$ cat src/rtl/bit_unstuffer.sv
module bit_unstuffer #(
  parameter int RUN_LEN = 6
) (
  input  logic clk,
  input  logic rst,
  input  logic in_valid,
  input  logic in_bit,
  output logic out_valid,
  output logic out_bit,
  output logic out_stall,
  output logic out_err
);

  localparam int CW = $clog2(RUN_LEN + 1);

  logic [CW-1:0] run_q;
  logic          at_limit;

  assign at_limit = (run_q == CW'(RUN_LEN));

  always_ff @(posedge clk) begin
    if (rst) begin
      run_q     <= '0;
      out_valid <= 1'b0;
      out_bit   <= 1'b0;
      out_stall <= 1'b0;
      out_err   <= 1'b0;
    end else begin
      out_valid <= in_valid;
      if (in_valid) begin
        out_stall <= at_limit;
        out_err   <= at_limit & in_bit;
        out_bit   <= in_bit & ~at_limit;
        if (at_limit || !in_bit) run_q <= '0;
        else                     run_q <= run_q + 1'b1;
      end else begin
        out_stall <= 1'b0;
        out_err   <= 1'b0;
      end
    end
  end

endmodule


$ cat config.mk
export PLATFORM = sky130hd
export DESIGN_NAME = bit_unstuffer
export DESIGN_NICKNAME = d
export VERILOG_FILES = /design/src/rtl/bit_unstuffer.sv
export SDC_FILE = /design/constraint.sdc
export NUM_CORES = 1
export LEC_CHECK = 0
export BUFFER_PORTS_ARGS = -buffer_cell sky130_fd_sc_hd__clkbuf_2
export CORE_AREA = 5 5 42 44
export DETAILED_ROUTE_END_ITERATION = 7
export DIE_AREA = 0 0 47 49
export HOLD_SLACK_MARGIN = 0.05
export SYNTH_ARGS = -nofsm -noshare
export SYNTH_HDL_FRONTEND = slang
export SYNTH_SLANG_ARGS = --single-unit
$ cat constraint.sdc
create_clock -name clk -period 2.4 [get_ports clk]
set_input_delay 0.48 -clock clk [delete_from_list [all_inputs] [get_ports clk]]
set_output_delay 0.48 -clock clk [all_outputs]
set_load 0.02 [all_outputs]
[Yosys cells after proc, flatten, opt, wreduce, memory -nomap -nowiden]
Index checks and enable logic that the tools add are counted.
Word-level totals
  register bits: 7
  input bits: 4
  output and inout port bits: 4
Operators by class
  add/sub/neg operators: 1
  equality and inequality tests: 1
  muxes and demuxes: 1
  bitwise operators: 4
  reductions and logical operators: 3
Operator list (number)
  3-bit by 1-bit adder with 3-bit output (second input constant): 1
  3-bit == test (second input constant): 1
  3-bit two-way mux: 1
  1-bit AND: 2
  1-bit inverter: 2
  2-bit OR reduction: 1
  1-bit logical NOT: 1
  1-bit logical OR: 1

[Longest topological paths before layout]
  depth in word-level cells: 3
  depth in mapped cells: 5
  gate-level depth less buffers: 5

[Worst setup path before layout]
OpenSTA, ideal clock, no wires.
  path type: register to register
  start: reg run_q[0]
  end: reg run_q[0]
  arrival: 1.059 ns
  required time: 2.330 ns
  setup slack: 1.272 ns
  cell stages (with the launch flop): 6
  buffers on the path: 0
  cell sequence: dfxtp_1 -> inv_1 -> ha_1 -> a21boi_0 -> nand3_1 -> a21oi_1
Between the ends
  cells in the longest elaborated chain, start to end: 3
RTL lines
  start: declaration: RTL line 16  | logic [CW-1:0] run_q;
  start signal: assignment: RTL line 35  | else run_q <= run_q + 1'b1;
  parallel branches: the longest is 2 deep, another holds 3-bit by 1-bit adder with 3-bit output
  3-bit two-way mux *: RTL line 34  | if (at_limit || !in_bit) run_q <= '0;
Mark *: on every way between the ends.
A chain may end at the register's enable or synchronous reset.

[Worst setup path after layout]
Ends and elaborated chain as after synthesis.

==> results.json <==
{
  "worstPathArrival_ns": 1.48,
  "fillers": 150,
  "tritoncts": "yes",
  "grt_pass1_vias": 216,
  "grt_first_pass_wirelength_um": 869,
  "crit_path_start_kind": "register",
  "cts_hold_repair.buffers": 0,
  "fp.dieArea_sq_um": 2300,
  "gr-total-overflow": 0,
  "track_usage": 0.0591,
  "postSynthAreaPerCell_sq_um": 10.4,
  "hp-class": "input pin to register",
  "ys_seq_area_frac": 0.498,
  "synth.area.top_cells": "dfxtp_1 50%, ha_1 8.9%, a21oi_1 5.3%",
  "drive_gt1_frac": 0.316,
  "drtAntennaViolNets": 0,
  "critPathKind": "register to register",
  "tns_ns": 0,
  "numCtsBuffers": 3,
  "rows": 14,
  "finalPower_mw": 0.245,
  "syn_inst": 27,
  "synth.ff_latch_count": 7,
  "vias_per_cell": 4.02,
  "wire_per_inst_um": 9.61,
  "cts_root_buf": "clkbuf_4",
  "drc": 0,
  "cts_max_level": 1,
  "initial_core_util": 0.201,
  "fin_nets": 45,
  "setup_viol": 0,
  "rsz0062_at_grt": "false",
  "die_x_um": 47,
  "crit_path_end_kind": "register",
  "clock_path_buffers": 2,
  "cp_data_required_time_ns": 2.58,
  "drt-total-wl_um": 519,
  "synth.distinct_cells": 16,
  "fin_skew_ns": 0.000393,
  "cts.sinks": 7,
  "fp.dieH_um": 49,
  "dpl.hpwl_um": 396,
  "coreArea_sq_um": 1400,
  "yosys.cell_count.top_type": "dfxtp_1",
  "ys_async_sr_fraction": 0,
  "port_buffers": 7,
  "multi_input_area_sq_um": 134,
  "clkLatencyLatePin_ns": 0.25,
  "clock.fmax_mhz": 770,
  "io_pins": 8,
  "hold_viol": 0,
  "antenna_found_initial": 0,
  "clkTransAtPathRegs_ns": 0.05,
  "synth_nets": 33,
  "status": "complete, no violations",
  "finalWeightedCongestion": 0.699,
  "cp_max_fo": 3,
  "yosys_warnings": 0,
  "worst_pin_slew_ns": 0.362,
  "grt_max_degree": 7,
  "synth_top_area_frac": 0.498,
  "period_needed_ns": 1.30,
  "synth_common_cells": "7 x dfxtp_1, 3 x a21oi_1, 2 x ha_1, 2 x inv_1, 2 x nand2_1",
  "first_pass_iters": 1,
  "dp_slack_ns": 1.09,
  "ir_drop_mv": 0.215,
  "fin_crit_sh": 0.541,
  "register_area_sq_um": 140,
  "syn_to_final_growth_pct": 28.9,
  "final_max_slew_viol_count": 0,
  "relSlewSlack": 0.756,
  "synth_area_sq_um": 282,
  "drt_iter0_markers": 0,
  "synth_edf_count": 0,
  "synth-main-ff-cell": "dfxtp_1",
  "diodes": 0,
  "powerDensity_nw_per_um2": 676,
  "setup_slack_ns": 1.10,
  "cts.repair.resized": 0,
  "postCtsSetupRepairBufs": 0,
  "cap_viol_max_count": 0,
  "p_leak_nw": 0.163,
  "yosysTopAreaCell": "dfxtp_1",
  "vias": 217
}
kinds of logic after synthesis:
kind of cell | count (synthesis) | share of synthesized area
AO/OA/AOI/OAI | 5 | 0.0978
buffers and inverters | 2 | 0.0267
adder cells (fa/ha/maj) | 2 | 0.0889
flip-flops | 7 | 0.498
AND/OR/NAND/NOR | 10 | 0.253
multiplexers | 1 | 0.0356
registers in the layout, summed over array words and instances (netlist names):
signal	flops
out_err	1
out_bit	1
out_valid	1
run_q	3
out_stall	1
placed cells by master (no fill, tap or decap), drive strengths merged, types with 2 or more instances in the layout:
master	count
clkbuf	11
dfxtp	7
a21oi	3
inv	2
nand2	2
ha	2
power breakdown:
group | switching, mW | internal [mW] | total [mW]
Sequential | 0.00161 | 0.120 | 0.121
Combinational | 0.0110 | 0.00813 | 0.0191
Clock | 0.0418 | 0.0633 | 0.105
per-stage QoR:
stage | instance area, sq um | std cells | hold WS, ns | utilization
2_1_floorplan | 282 | 27 | 0.451 | -
3_3_place_gp | 337 | 50 | 0.474 | 0.240
3_5_place_dp | 337 | 50 | 0.483 | 0.240
4_1_cts | 363 | 54 | 0.468 | 0.259
5_1_grt | 363 | 54 | 0.488 | 0.259
6_report | 363 | 54 | 0.477 | 0.259
worst max-delay path, cell delays in order, from the launching register on:
cell	delay [ns]
dfxtp_1	0.35
inv_1	0.06
ha_1	0.22
a21boi_0	0.34
nand3_1	0.12
a21oi_1	0.14
worst paths after layout:
kind / to / from / cells after the start / slack, ns
setup / recovery: run_q[0]$_SDFFE_PP0P_ / run_q[0]$_SDFFE_PP0P_ / 5 / 1.10
hold / removal: out_err$_SDFF_PP0_ / in_bit / 2 / 0.48
setup reg to reg: run_q[0]$_SDFFE_PP0P_ / run_q[0]$_SDFFE_PP0P_ / 5 / 1.10
hold reg to reg: run_q[1]$_SDFFE_PP0P_ / run_q[1]$_SDFFE_PP0P_ / 2 / 0.49
area by class of cell:
type | count | share of cell area
Inverter | 2 | 0.0207
Tap cell | 16 | 0.0552
Clock buffer | 4 | 0.0724
Multi-Input combinational cell | 18 | 0.369
Timing Repair Buffer | 7 | 0.0966
Sequential cell | 7 | 0.386
layer usage:
metal / wire [um] / global-route usage
met5: 0 / 0
met4: 8 / 0.0553
met3: 55 / 0.0554
met2: 244 / 0.0814
met1: 210 / 0.0461
(Power assumes the default switching activity.)
